[config.mk]
export PLATFORM = sky130hd
export DESIGN_NAME = usbw_out_bank_writer
export DESIGN_NICKNAME = d
export VERILOG_FILES = /design/src/rtl/usbw_pkg.sv /design/src/rtl/usbw_len_track.sv /design/src/rtl/usbw_bank_ram.sv /design/src/rtl/usbw_status_flags.sv /design/src/rtl/usbw_out_bank_writer.sv
export SDC_FILE = /design/constraint.sdc
export NUM_CORES = 1
export LEC_CHECK = 0
export CORE_UTILIZATION = 40
export DETAILED_ROUTE_END_ITERATION = 8
export GPL_TIMING_DRIVEN = 0
export SLEW_MARGIN = 20
export SYNTH_ARGS = -nofsm -noshare
export SYNTH_HDL_FRONTEND = slang
export SYNTH_SLANG_ARGS = --single-unit
[constraint.sdc]
create_clock -name clk -period 10.1 [get_ports clk]
set_input_delay 1.515 -clock clk [delete_from_list [all_inputs] [get_ports clk]]
set_output_delay 1.515 -clock clk [all_outputs]
set_load 0.005 [all_outputs]
[src/rtl/usbw_pkg.sv]
package usbw_pkg;
  localparam int NFLAG = 6;
  localparam int FL_RXOUT = 0;
  localparam int FL_SHORT = 1;
  localparam int FL_OVF   = 2;
  localparam int FL_CRC   = 3;
  localparam int FL_MDATA = 4;
  localparam int FL_DATAX = 5;

  typedef enum logic [1:0] {
    TGL_DATA0 = 2'b00,
    TGL_DATA1 = 2'b01,
    TGL_DATA2 = 2'b10,
    TGL_MDATA = 2'b11
  } toggle_e;
endpackage

[src/rtl/usbw_len_track.sv]
module usbw_len_track #(
  parameter int BANK_BYTES = 8,
  parameter int LEN_W      = 11,
  localparam int ADDR_W    = (BANK_BYTES > 1) ? $clog2(BANK_BYTES) : 1
) (
  input  logic              clk,
  input  logic              rst_n,
  input  logic              beat_i,
  input  logic              keep_i,
  input  logic              last_i,
  output logic              wr_en_o,
  output logic [ADDR_W-1:0] wr_addr_o,
  output logic [LEN_W-1:0]  len_now_o
);
  logic [LEN_W-1:0] seen_q;
  logic             at_max;
  logic             in_bank;

  assign at_max    = &seen_q;
  assign in_bank   = seen_q < LEN_W'(BANK_BYTES);
  assign len_now_o = seen_q + LEN_W'(keep_i && !at_max);
  assign wr_en_o   = beat_i && keep_i && in_bank;
  assign wr_addr_o = seen_q[ADDR_W-1:0];

  always_ff @(posedge clk or negedge rst_n) begin
    if (!rst_n) seen_q <= '0;
    else if (beat_i) begin
      if (last_i) seen_q <= '0;
      else if (keep_i && !at_max) seen_q <= seen_q + 1'b1;
    end
  end


  wr_in_range_chk: assert property (@(posedge clk) disable iff (!rst_n)
    wr_en_o |-> (int'(wr_addr_o) < BANK_BYTES));


  restart_chk: assert property (@(posedge clk) disable iff (!rst_n)
    (beat_i && last_i) |=> (seen_q == '0));
endmodule

[src/rtl/usbw_bank_ram.sv]
module usbw_bank_ram #(
  parameter int BANK_BYTES = 8,
  localparam int ADDR_W    = (BANK_BYTES > 1) ? $clog2(BANK_BYTES) : 1
) (
  input  logic              clk,
  input  logic              wr_en_i,
  input  logic [ADDR_W-1:0] wr_addr_i,
  input  logic [7:0]        wr_data_i,
  input  logic [ADDR_W-1:0] rd_addr_i,
  output logic [7:0]        rd_data_o
);
  logic [7:0] mem [BANK_BYTES];

  always_ff @(posedge clk) begin
    if (wr_en_i) mem[wr_addr_i] <= wr_data_i;
  end

  always_comb begin
    rd_data_o = 8'h00;
    if (int'(rd_addr_i) < BANK_BYTES) rd_data_o = mem[rd_addr_i];
  end
endmodule

[src/rtl/usbw_status_flags.sv]
module usbw_status_flags
  import usbw_pkg::*;
(
  input  logic             clk,
  input  logic             rst_n,
  input  logic [NFLAG-1:0] set_i,
  input  logic [NFLAG-1:0] clr_i,
  input  logic [NFLAG-1:0] en_i,
  output logic [NFLAG-1:0] flags_o,
  output logic             irq_o
);
  for (genvar g = 0; g < NFLAG; g++) begin : g_flag
    logic flag_q;

    always_ff @(posedge clk or negedge rst_n) begin
      if (!rst_n) flag_q <= 1'b0;
      else if (set_i[g]) flag_q <= 1'b1;
      else if (clr_i[g]) flag_q <= 1'b0;
    end

    assign flags_o[g] = flag_q;


    sticky_chk: assert property (@(posedge clk) disable iff (!rst_n)
      (flag_q && !clr_i[g]) |=> flag_q);


    set_wins_chk: assert property (@(posedge clk) disable iff (!rst_n)
      set_i[g] |=> flag_q);


    clear_chk: assert property (@(posedge clk) disable iff (!rst_n)
      (clr_i[g] && !set_i[g]) |=> !flag_q);
  end

  assign irq_o = |(flags_o & en_i);
endmodule

[src/rtl/usbw_out_bank_writer.sv]
module usbw_out_bank_writer
  import usbw_pkg::*;
#(
  parameter int BANK_BYTES = 8,
  parameter int LEN_W      = 11,
  localparam int ADDR_W    = (BANK_BYTES > 1) ? $clog2(BANK_BYTES) : 1,
  localparam int CNT_W     = $clog2(BANK_BYTES + 1)
) (
  input  logic              clk,
  input  logic              rst_n,
  input  logic              cfg_control,
  input  logic              cfg_iso,
  input  logic              cfg_hbiso,
  input  logic [LEN_W-1:0]  cfg_max_pkt,
  input  logic              s_valid,
  output logic              s_ready,
  input  logic [7:0]        s_data,
  input  logic              s_keep,
  input  logic              s_last,
  input  logic [1:0]        s_pid,
  input  logic              s_crc_ok,
  input  logic [5:0]        flag_en,
  input  logic [5:0]        flag_clr,
  output logic [5:0]        flags,
  output logic              irq,
  output logic [1:0]        last_toggle,
  output logic [CNT_W-1:0]  byte_count,
  input  logic [ADDR_W-1:0] rd_addr,
  output logic [7:0]        rd_data
);
  logic             beat, commit, iso_mode, accept, too_long;
  logic             wr_en;
  logic [ADDR_W-1:0] wr_addr;
  logic [LEN_W-1:0] len_now;
  logic [CNT_W-1:0] stored;
  logic [NFLAG-1:0] set_vec;
  toggle_e          toggle_q;
  logic [CNT_W-1:0] count_q;

  assign s_ready  = rst_n;
  assign beat     = s_valid && s_ready;
  assign commit   = beat && s_last;
  assign iso_mode = cfg_iso || cfg_hbiso;
  assign accept   = commit && (s_crc_ok || iso_mode);
  assign too_long = len_now > LEN_W'(BANK_BYTES);
  assign stored   = too_long ? CNT_W'(BANK_BYTES) : len_now[CNT_W-1:0];

  usbw_len_track #(.BANK_BYTES(BANK_BYTES), .LEN_W(LEN_W)) len_i (
    .clk(clk), .rst_n(rst_n), .beat_i(beat), .keep_i(s_keep), .last_i(s_last),
    .wr_en_o(wr_en), .wr_addr_o(wr_addr), .len_now_o(len_now)
  );

  usbw_bank_ram #(.BANK_BYTES(BANK_BYTES)) ram_i (
    .clk(clk), .wr_en_i(wr_en), .wr_addr_i(wr_addr), .wr_data_i(s_data),
    .rd_addr_i(rd_addr), .rd_data_o(rd_data)
  );

  always_comb begin
    set_vec           = '0;
    set_vec[FL_RXOUT] = accept;
    set_vec[FL_SHORT] = accept && !cfg_control && (len_now < cfg_max_pkt);
    set_vec[FL_OVF]   = accept && too_long;
    set_vec[FL_CRC]   = commit && iso_mode && !s_crc_ok;
    set_vec[FL_MDATA] = accept && cfg_hbiso && (s_pid == TGL_MDATA);
    set_vec[FL_DATAX] = accept && cfg_hbiso && (s_pid != TGL_MDATA);
  end

  usbw_status_flags flags_i (
    .clk(clk), .rst_n(rst_n), .set_i(set_vec), .clr_i(flag_clr),
    .en_i(flag_en), .flags_o(flags), .irq_o(irq)
  );

  always_ff @(posedge clk or negedge rst_n) begin
    if (!rst_n) begin
      toggle_q <= TGL_DATA1;
      count_q  <= '0;
    end else if (accept) begin
      toggle_q <= toggle_e'(s_pid);
      count_q  <= stored;
    end
  end

  assign last_toggle = toggle_q;
  assign byte_count  = count_q;


  count_bound_chk: assert property (@(posedge clk) disable iff (!rst_n)
    int'(byte_count) <= BANK_BYTES);


  overflow_chk: assert property (@(posedge clk) disable iff (!rst_n)
    (accept && too_long) |=> (flags[FL_OVF] && flags[FL_RXOUT] &&
                              int'(byte_count) == BANK_BYTES));


  reject_hold_chk: assert property (@(posedge clk) disable iff (!rst_n)
    (commit && !s_crc_ok && !iso_mode) |=> ($stable(last_toggle) && $stable(byte_count)));


  irq_rx_chk: assert property (@(posedge clk) disable iff (!rst_n)
    (accept && flag_en[FL_RXOUT]) |=> irq);


  ready_chk: assert property (@(posedge clk) disable iff (!rst_n) s_ready);
endmodule

==> results of run 1 <==
[worst max-delay path, delay by kind of cell]
kind | cells | cell delay, ns
buf+inv | 3 | 1.39
mux | 2 | 0.70
[where the power goes]
| part | total, W | switching, W | leakage (nW) | internal [W] |
|---|---|---|---|---|
| Sequential | 0.000408 | 0.00000992 | 0.884 | 0.000398 |
| Combinational | 0.000111 | 0.0000486 | 0.939 | 0.0000628 |
| Clock | 0.000241 | 0.000124 | 0.103 | 0.000117 |
| Total | 0.000761 | 0.000183 | 1.93 | 0.000578 |
[layout by cell type, fill, tap and decap left out, drive strengths merged, types with 10 or more instances in the layout]
cell	instances
nand2	13
buf	18
nand3	13
mux2	10
inv	17
ha	12
clkbuf	17
nor2	28
clkdlybuf4s50	62
xor2	12
dfrtp	22
mux4	16
edfxtp	64
[routing by layer]
layer / part of all wire [%] / vias up
li1: - / 1307
met1: 49 / 1352
met2: 45 / 70
met3: 4.7 / 6
met4: 0.69 / 0
met5: 0 / -
[layout make-up]
| class | count | area (µm²) | share of cell area, % |
|---|---|---|---|
| Tap cell | 136 | 170 | 3.24 |
| Buffer | 23 | 131 | 2.50 |
| Multi-Input combinational cell | 185 | 1540 | 29.4 |
| Timing Repair Buffer | 65 | 641 | 12.2 |
| Clock buffer | 9 | 124 | 2.36 |
| Clock inverter | 7 | 80.1 | 1.53 |
| Sequential cell | 87 | 2500 | 47.6 |
| Inverter | 15 | 56.3 | 1.07 |
[cells by family (layout without fill, tap and decap cells)]
| kind of cell | Yosys count | in the layout |
|---|---|---|
| and+or+nand+nor | 94 | 94 |
| adders and majority gates | 12 | 12 |
| xor gates and xnor gates | 18 | 18 |
| buffers and inverters | 38 | 119 |
| muxes | 27 | 27 |
| DFF | 87 | 87 |
| AOI/OAI and AO/OA | 34 | 34 |
[sequential cells by signal, summed over array words and instances (netlist names)]
signal,count
ram_i.mem,64
len_i.seen_q,11
flags_i.g_flag.flag_q,6
byte_count,4
last_toggle,2
[final timing paths]
check / slack, ns / start / cells after the start / endpoint
setup reg to reg: 5.88 / len_i.seen_q[0] / 16 / flags_i.g_flag[1].flag_q
hold reg to reg: 0.53 / last_toggle[1] / 1 / last_toggle[1]
min in group asynchronous: 1.18 / rst_n / 1 / byte_count[2]
max in group asynchronous: 8.51 / rst_n / 1 / len_i.seen_q[2]
hold / removal: 0.53 / last_toggle[1] / 1 / last_toggle[1]
setup / recovery: 4.98 / rd_addr[1] / 5 / rd_data[7]
[through the flow]
stage	utilization [%]	hold WS [ns]	cells	instance area (µm²)
after CTS	51.0	0.530	527	5250
after floorplan	-	0.504	310	4220
after detailed placement	49.1	0.496	511	5040
final	51.0	0.529	527	5250
after global routing	51.0	0.545	527	5250
after global placement	48.9	0.492	509	5020
==> impl_summary.md, run 1 <==
Run status
The flow ran to the end, and the final reports show no timing, DRC or antenna violations.

Drt
Dividing the detail-routed via count by the number of cells gives a little over 5. For this block, the initial DRC count from the detailed router was 124. The routed layout has 2735 vias. The final wirelength is 8820 µm. The detail route stage leaves a number of antenna-violating nets equal to 0. The post-detailed-route DRC marker count is 0. In the final routed layout, each cell accounts on average for roughly 17 µm. For this run, the detailed router's first-pass iteration total came to 4.

Timing
The clock skew is approximately 0.015 ns. Setup repair after global routing left no endpoint under its margin. For the pin with the worst max-slew slack, the measured transition is slightly above 0.9 ns.

After layout, the worst setup slack is between 4 and 5 ns. The final critical path time including I/O delays and setup is slightly above 5 ns. The share of the cycle needed by the critical path after routing is 50.7%. The achievable clock frequency is between 150 and 200 MHz.

The final-layout setup total negative slack is 0 ns. Measured against its own limit, the worst slew margin works out to between 30% and 40%. The final-report max-slew violation count is 0.

The number of hold-slack violations in the final timing report is 0. The final number of setup-violating endpoints is 0.

Placed design
The congestion estimate from routability-driven global placement came to 0.818. Timing analysis after detailed placement gives a worst setup slack of a little under 5 ns. During placement, the flow inserted port buffers numbering between 60 and 70. Detailed placement ended at an HPWL of approximately 6300 µm.

Synth
Ranked by total cell area, the synthesized netlist is headed by edfxtp_1 46%, dfrtp_1 13%, mux4_2 8.5%, ha_1 3.6%, mux2_2 2.7%. The number of enable-type register cells in the synthesized netlist is between 60 and 70. After Yosys synthesis, full adders, half adders and majority gates account for between 3 and 4% of the synthesized area.

After Yosys synthesis, and, or, nand and nor cells account for approximately an eighth of the synthesized area. The number of nets produced by synthesis is between 300 and 400. Summed over its instances, the top area cell type makes up between 40% and 50% of the synthesized netlist area.

The post-synthesis cell area is between 0.004 and 0.005 mm². The flip-flop cell with the highest count after synthesis is edfxtp_1. The largest total area in the synthesized netlist belongs to edfxtp_1. The xor/xnor share of the synthesized area is roughly 3.7%. Synthesis inferred 87 register bits. The share of synthesized flip-flops with an asynchronous set or reset is between 20% and 30%. The Yosys step of the flow raised 0 warnings. Synthesis handed over a netlist of 310 instances. The dominant combinational cell family by area after synthesis is simple AND/OR/NAND/NOR gates. By count the netlist is led by 64 x edfxtp_1, 28 x nor2_1, 22 x dfrtp_1. Summing the areas of all compound-gate instances in the mapped netlist gives under 10% of the synthesized area. The most common cell in the synthesized netlist is edfxtp_1. Sequential elements use 59.2% of the synthesized area. Dividing the synthesized area by the synthesized cell count gives 13.6 µm².

The number of unique standard cell types used by synthesis is 49. The share of cell area taken by muxes after synthesis is a little under an eighth.

CTS
In this run the number of H-tree levels came out at 3. The number of clock buffers inserted by TritonCTS is 9. For this design, the sink count on the clock tree is 87.

In this run the post-CTS setup repair buffer count came out at 0. The maximum root-to-sink buffer count is 2. The clock input transition at the sequential cells of the worst setup and hold paths is ~0.080 ns. In this run, post-CTS repair resized a total of 0 instances. In this run, post-CTS hold repair placed 0 buffers.

TritonCTS built the clock tree. The clock tree root buffer cell is clkbuf_8. At the later pin of the worst-skew pair, clock insertion delay measures roughly 0.35 ns.

Global routing
The number of antenna violations at the first check in global routing is 0. The global routing usage on met1 is about a quarter. The via count of the first global-routing pass is around 2.8k.

The pin count of the biggest net entering global routing is 29. For this run the aggregate overflow at the end of global routing stands at 0. In this run the most used layer during global routing was met2. Global routing consumed, on the met3 layer, 3.49% of the routing resources. In the global route stage, overall resource usage came out at between 15 and 20%. The first global-routing pass estimated approximately 14000 µm of wire. The routing usage on met2 is 26.6%.

Final layout
The fill cell total of the finished layout is between 900 and 1k. The area added between synthesis and finish is 24.3%. The number of antenna diodes in the final layout is 0. After the last flow step, the layout net total stands at around 440. The post-route netlist has about 17% of its cells at a drive strength greater than 1.

Critical path
The worst setup path is captured at a primary output. The worst setup path is launched from an input pin. For this run, the slowest stage of the critical path takes about 0.56 ns. The cell type of the slowest stage on the worst timing path is clkbuf_1. Data on the critical path is required at its endpoint by approximately 8.6 ns. The critical setup path kind is in2out.

Walking the worst path, the cells encountered are buf_1 > clkbuf_1 > mux4_2 > mux2_2 > clkdlybuf4s50_1. Along the worst path, the maximum fanout reaches 10. Data arrives at the worst endpoint at 3.60 ns.

Power
Overall power consumption after layout is estimated at between 0.0007 and 0.0008 W. The leakage power is 1.93 nW. In this run the power density over the cells is approximately 150 mW/mm². Across the VDD grid, the largest voltage drop is between 0.00008 and 0.00009 V.

Floorplanning
The initialized floorplan defines 37 standard-cell rows. The core area is slightly above 0.01 mm². The total die area is approximately 0.011 mm². For this configuration, the core starts out at a cell density of approximately two fifths. 67 I/O pins were placed. The floorplan die height is about 100 µm. In this run the horizontal extent of the chip is roughly 100 µm.

Run
The tool flagged a number of max-cap violations equal to 0.

Min path
The worst min-delay path category is reg2reg.
No activity file was read; power rests on OpenSTA's default activity.
==> run 2: changes to the inputs <==
Clock period 10.1 ns to 4.15 ns, I/O delays scaled along.
==> run 2 against run 1 <==
Compared with the run above: global-route usage unchanged; flip-flop and latch count is the same; first-iteration DRC count rose by 22%; cell area increased by 0.19%; core utilization is 0.097 points higher; wire length decreased by 0.14%; critical path depth increased by 10; clock skew grew 0.00069 ns; critical path type is now reg2reg.
==> impl_summary.md, run 2 (synthesized netlist as in run 1, its figures left out) <==
Run status
The flow ran to the end, and the final reports show no timing, DRC or antenna violations.

Drt
In this run the remaining antenna-violating nets after routing total 0. The total number of vias is 2744. The post-detailed-route DRC marker count is 0. After detailed routing, the average wire length per cell comes to about 17 µm. The detailed router finished its first iteration with around 150 violations. The final wirelength is about 8800 µm.

The ratio of routed vias to standard cells is approximately 5.2. The detailed-routing iteration count for the pre-antenna-repair pass is 4.

Critical path
The cell repeated most along the worst path is ha_1. The critical path arrival is roughly 4 ns. At the worst endpoint, the required time is around 4.4 ns. Among all stages on the critical path, the largest delay is contributed by dfrtp_1. The startpoint class of the critical path is a flop. Counting both buffers and inverters, the worst setup path holds a total of 0. The maximum net fanout on the critical path is 8. The signal on the critical path passes through ha_1 > and3_1 > nand4_1 > and2_1 > ha_1 > ha_2 > nand3_2 > nor2_1 > xor2_1 > ha_1 > nand4_1 > nor2_1 > a2111oi_2 > o21ai_0 > a31oi_1. The cell family contributing the most delay on the critical path is simple AND/OR/NAND/NOR gates. The critical path endpoint category is a flop. The critical setup path kind is reg2reg. The largest stage delay on the critical path is roughly 0.48 ns.

Final layout
After the last flow step, the layout net total stands at around 440. Compared with the post-synthesis result, the final layout area differs by 24.5%. Leaving out fill and tap cells, the most frequent cell in the layout is edfxtp_1.

Counting flops per register, the top entry is ram_i.mem. The fraction of final layout cells sized beyond drive strength 1 is between 10% and 20%. The number of antenna repair diodes is 0. The library cells used most frequently in the layout, excluding fill and tap cells, are 64 x edfxtp_1, 62 x clkdlybuf4s50_1, 28 x nor2_1, 22 x dfrtp_1, 16 x mux4_2.

In the final layout, the registers with the most flip-flops are ram_i.mem (64), len_i.seen_q (11), flags_i.g_flag.flag_q (6). The number of non-filler instances in the completed layout is 526. The finished cells cover roughly 0.0053 mm². The register with the most flip-flops in the layout has 64 of them.

Power
The internal power of the cells totals approximately 0.0014 W. The maximum vdd drop is around 0.00021 V. The leakage power is 1.92 nW. Power spread over the standard cell area amounts to 353 mW/mm². Sequential cells account for 53.5% of the total power. The switching part of the total power is about a quarter. The analysis attributes to net switching a power of approximately 0.00045 W.

The clock network burns between 30% and 40% of the power. Combinational logic burns 14.8% of the power.

Timing
The share of the cycle needed by the critical path after routing is between 80% and 90%. At the pin with the least slew margin, the transition time is 0.918 ns. Setup repair after global routing left no endpoint under its margin. The final critical path time including I/O delays and setup is 3.72 ns. The number of hold-slack violations in the final timing report is 0. The clock skew is 0.0153 ns. The final number of setup-violating endpoints is 0. The final-report max-slew violation count is 0. The worst pin sits at a relative slew slack of 38.6%. Timing would allow up to around 270 MHz.

Global routing
The via count of the first global-routing pass was ~2.8k. The number of antenna violations at the first check in global routing is 0. The first global-routing pass estimated ~14000 µm of wire. The total overflow left after global routing is 0.

Global routing used 17.1% of the available tracks across all layers. The pin count of the biggest net entering global routing is 29.

CTS
The TritonCTS clock tree is done. Hold repair after CTS inserted 0 buffers. The number of clock buffers inserted by TritonCTS is 9. The clock tree synthesis step divided the H-tree into 3 levels. Clock tree synthesis found a total of 87 sinks. The clock network latency to the later pin of the worst-skew pair is about 0.35 ns. The maximum root-to-sink buffer count is 2. After clock tree synthesis, the setup repair step added 0 buffers. After clock tree synthesis, the clock-pin slew on the worst setup and hold paths is roughly 0.090 ns. The clock tree root buffer cell is clkbuf_8.

Floorplanning
The starting density of the core is between 40% and 50%. The die is between 100 and 150 µm tall. The floorplan step defined a die boundary enclosing 0.0110 mm². The number of rows in the core area is 37.

The floorplan step set the die width to between 100 and 150 µm. The total area inside the core boundary comes to a little over 0.01 mm². 67 I/O pins were placed.

Run
The max-cap check violation count is 0.

Placed design
Routability-driven placement finished with a final weighted congestion of approximately 0.8. The HPWL after detailed placement is ~6300 µm. In this run the cell area measured after placement is about 0.0050 mm². The count of buffers added on input and output ports is 63. The count of placed standard cells including taps is 511.

Min path
The min-delay analysis places its worst path in the category in2async.
## run 2: cell type report
type	count	area, µm²
sequential	87	2500
clock inverter	7	80.1
clock buffer	9	124
timing repair buffer	65	641
multi-input combinational	185	1560
fill	923	5020
tap	136	170
buffer	22	128
inverter	15	56.3
## run 2: worst register-to-register path: cells and delay by family (launching register included)
family / cells / cell delay (ns)
simple gates: 7 / 1.13
fa+ha+maj: 4 / 1.10
compound gates: 3 / 0.76
flops: 1 / 0.48
xor+xnor: 1 / 0.17
## run 2: power groups by stage
stage                     sequential (W)  clock (W)  combinational, W
after floorplan                  0.00101          0          0.000131
after global placement           0.00101          0          0.000265
after detailed placement         0.00101          0          0.000273
after CTS                       0.000993   0.000605          0.000275
after global routing            0.000997   0.000636          0.000301
final                           0.000993   0.000588          0.000274
## run 2: metal layers
layer,global-route usage [%],up-vias,wire length (µm)
li1,-,1307,-
met1,24.2,1368,4350
met2,26.6,63,4020
met3,3.49,6,366
met4,5.13,0,61
met5,0,-,0
## run 2: timing repair
item / 4_1_cts / 5_1_grt
pin swaps: 0 / 1
endpoints found under the setup margin: 1 / 1
gates resized for setup: 1 / 3
## run 2: final timing paths
| check | cells after the start | end | slack [ns] | startpoint |
|---|---|---|---|---|
| max in group asynchronous | 1 | len_i.seen_q[2] | 3.45 | rst_n |
| min in group clk | 1 | last_toggle[1] | 0.53 | last_toggle[1] |
| worst max-delay path | 15 | flags_i.g_flag[1].flag_q | 0.43 | len_i.seen_q[0] |
| worst min-delay path | 1 | byte_count[2] | 0.29 | rst_n |
| worst max register to register | 15 | flags_i.g_flag[1].flag_q | 0.43 | len_i.seen_q[0] |
| worst min register to register | 1 | last_toggle[1] | 0.53 | last_toggle[1] |
## run 2: per-stage QoR
| step | setup TNS [ns] | utilization, % | hold WS, ns | total power [W] | setup WS (ns) |
|---|---|---|---|---|---|
| finish | 0 | 51.1 | 0.287 | 0.00186 | 0.429 |
| floorplan | 0 | - | 0.327 | 0.00114 | 0.697 |
| detailed placement | -0.00165 | 49.1 | 0.496 | 0.00128 | -0.00165 |
| CTS | 0 | 51.0 | 0.293 | 0.00187 | 0.0485 |
| global placement | -6.75 | 48.9 | 0.492 | 0.00128 | -0.444 |
| global route | 0 | 51.1 | 0.318 | 0.00193 | 0.0692 |
==> run 3: changes to the inputs <==
Settings changed: RECOVER_POWER from default to 100.
==> run 3 against run 2 <==
Compared with the run above: clock power barely moved; highest routed layer unchanged; first-iteration DRC count fell by 19%; global-route usage did not move; sequential share of layout area rose by 0.32 points; cell area fell by 0.67%; cell count did not move; register-to-register slack barely moved; die area did not move; critical path type unchanged; non-clock buffer count did not move; flip-flop and latch count did not move.
==> impl_summary.md, run 3 (synthesized netlist as in run 1, its figures left out) <==
Global routing
Global routing consumed, over all layers together, 17.1% of the routing resources. Entering global routing, the biggest net connects 29 pins. The first global-routing pass estimated 14200 µm of wire. The number of antenna violations at the first check in global routing is 0. The total grt overflow is 0. The via count of the first global-routing pass is 2752.

Final layout
The fraction of final layout cells sized beyond drive strength 1 is 16.2%. In the final layout, the registers with the most flip-flops are ram_i.mem (64), len_i.seen_q (11), flags_i.g_flag.flag_q (6). The area added between synthesis and finish is 23.7%. Leaving out fill and tap cells, the most frequent cells in the layout are 64 x edfxtp_1, 34 x clkdlybuf4s50_1, 28 x nor2_1, 28 x dlygate4sd3_1, 22 x dfrtp_1.

The number of flip-flops in the largest register is 64. For this run, the share of the core covered by cells in the final layout is between 50 and 60%. The final net count is ~440. The register ranked first by flip-flop count is ram_i.mem. In the final layout, the multi-input gates occupy 0.00153 mm². The number of antenna repair diodes is 0. The storage element area is approximately 0.0025 mm². The fill cell total of the finished layout is approximately 930. The most common cell after layout, fill and taps aside is edfxtp_1.

Critical path
Broken down by cell family, the worst path's largest delay share belongs to simple AND/OR/NAND/NOR gates. The worst setup path is launched from a flop. The critical path endpoint category is a flop. The critical setup path kind is reg2reg. Counting both buffers and inverters, the worst setup path holds a total of 0. The setup check on the worst reg-to-reg path leaves a slack of ~0.43 ns. The critical path arrival is around 4 ns. Counting cells, the worst reg-to-reg path comes to 15. The maximum net fanout on the critical path is 8.

At the worst endpoint, the required time is roughly 4.4 ns. The capturing point of the worst reg2reg path is flags_i.g_flag[1].flag_q. The signal on the critical path passes through ha_1 > and3_1 > nand4_1 > and2_0 > ha_1 > ha_2 > nand3_2 > nor2_1 > xor2_1 > ha_1 > nand4_1 > nor2_1 > a2111oi_2 > o21ai_0 > a31oi_1. The launching point of the worst reg2reg path is len_i.seen_q[0]. The cell repeated most along the worst path is ha_1. On the critical path, the stage with the largest delay is an instance of dfrtp_1.

The largest stage delay on the critical path is ~0.48 ns.

Drt
The detailed-route wire length per cell is between 15 and 20 µm. The ratio of routed vias to standard cells is 5.25. For this run, design rule violations remaining after detail routing come to 0. The first detailed-routing pass ran for 4 iterations. The remaining antenna violation count is 0. The total number of vias is 2759. The final wirelength is between 8000 and 9000 µm. The violation count after the first detailed-routing iteration is roughly 120.

Floorplanning
The core region is 0.0103 mm². The count of boundary I/O pins is 67. The starting density of the core is between 40% and 50%. The horizontal die dimension is roughly 100 µm. The die covers between 0.01 and 0.015 mm². The number of rows in the core area is 37. The die is roughly 100 µm tall.

Power
The analysis attributes to cell leakage a power of between 1.5 and 2 nW. Across the VDD grid, the largest voltage drop is approximately 0.00021 V. The total chip power is approximately 0.0018 W. The power per unit of standard cell area is ~350 mW/mm².

Min path
The path with the worst hold slack has its endpoint at last_toggle[1]. In this run the worst hold path is classified as reg2reg. The cell count of the worst hold path is 1. The worst hold path begins at last_toggle[1].

CTS
The number of levels the H-tree was split into is 3. The maximum root-to-sink buffer count is 2. The clock input transition at the sequential cells of the worst setup and hold paths is 0.09 ns. The clock reaches the later pin of the worst-skew pair after around 0.35 ns. TritonCTS built the clock tree. The clock tree root buffer cell is clkbuf_8.

Counting the buffers created by CTS gives 9. Counting every sink on the clock net gives 87.

Placed design
The number of buffers inserted by port buffering is 63. The worst slack at placement is -0.00165 ns. Detailed placement finished with a half-perimeter wire length of 6310 µm. Routability-driven placement finished with a final weighted congestion of between 0.8 and 0.9.

Timing
The number of hold-slack violations in the final timing report is 0. The final number of setup-violating endpoints is 0. Setup repair after global routing left no endpoint under its margin. The final-report max-slew violation count was 0. The final-layout setup total negative slack is 0 ns. The transition time at the pin with the least slew margin is approximately 1.5 ns. The share of the cycle needed by the critical path after routing is 89.6%.

Measured against its own limit, the worst slew margin works out to approximately 2.4%. The worst path meets setup with between 0.4 and 0.5 ns of slack. Across the routed clock network, the largest skew measured is between 0.01 and 0.015 ns.

The achievable clock frequency is ~270 MHz. After layout, the minimum clock period comes to 3.72 ns.

Run
Max-cap violations in this run came to 0.

Run status
The flow ran to the end, and the final reports show no timing, DRC or antenna violations.
-- run 3: timing repair --
item | in CTS | in global routing
hold buffers | 0 | 0
buffers inserted | 0 | 0
resized for setup | 1 | 3
endpoints found under the setup margin | 1 | 1
hold endpoints to repair | 0 | 0
pin swaps | 0 | 1
-- run 3: power by group --
part	internal (W)	switching, W	leakage (nW)	total [W]
sequential	0.000969	0.0000236	0.884	0.000992
clock	0.000286	0.000303	0.103	0.000588
combinational	0.000143	0.000118	0.947	0.000261
total	0.00140	0.000445	1.93	0.00184
-- run 3: through the flow --
stage | hold slack [ns] | cell area (µm²) | instances
detailed placement | 0.496 | 5040 | 511
global placement | 0.492 | 5020 | 509
floorplan | 0.327 | 4220 | 310
global route | 0.540 | 5220 | 526
CTS | 0.293 | 5250 | 527
finish | 0.525 | 5220 | 526
-- run 3: how the worst max path moves through the flow --
stage	start	end	slack (ns)	cells after the start
6_report	len_i.seen_q[0]	flags_i.g_flag[1].flag_q	0.43	15
3_5_place_dp	len_i.seen_q[0]	flags_i.g_flag[1].flag_q	-0.002	16
5_1_grt	len_i.seen_q[0]	flags_i.g_flag[1].flag_q	0.06	15
4_1_cts	len_i.seen_q[0]	flags_i.g_flag[1].flag_q	0.05	16
2_1_floorplan	len_i.seen_q[0]	flags_i.g_flag[1].flag_q	0.70	16
3_3_place_gp	rst_n	ram_i.mem[1][1]	-0.44	6
-- run 3: layout make-up --
class                   count  share of cell area (%)
flip-flops and latches     87                    47.9
multi-input cells         185                    29.3
repair buffers             65                    12.1
well taps                 136                    3.26
plain buffers              22                    2.44
clock buffers               9                    2.37
clock inverters             7                    1.53
inverters                  15                    1.08
-- run 3: metal layers --
metal	GRT usage, %	share of wire, %	vias up
li1	-	-	1311
met2	26.6	45	79
met4	5.13	0.75	0
met3	3.49	5.0	7
met1	24.2	49	1362
met5	0	0	-
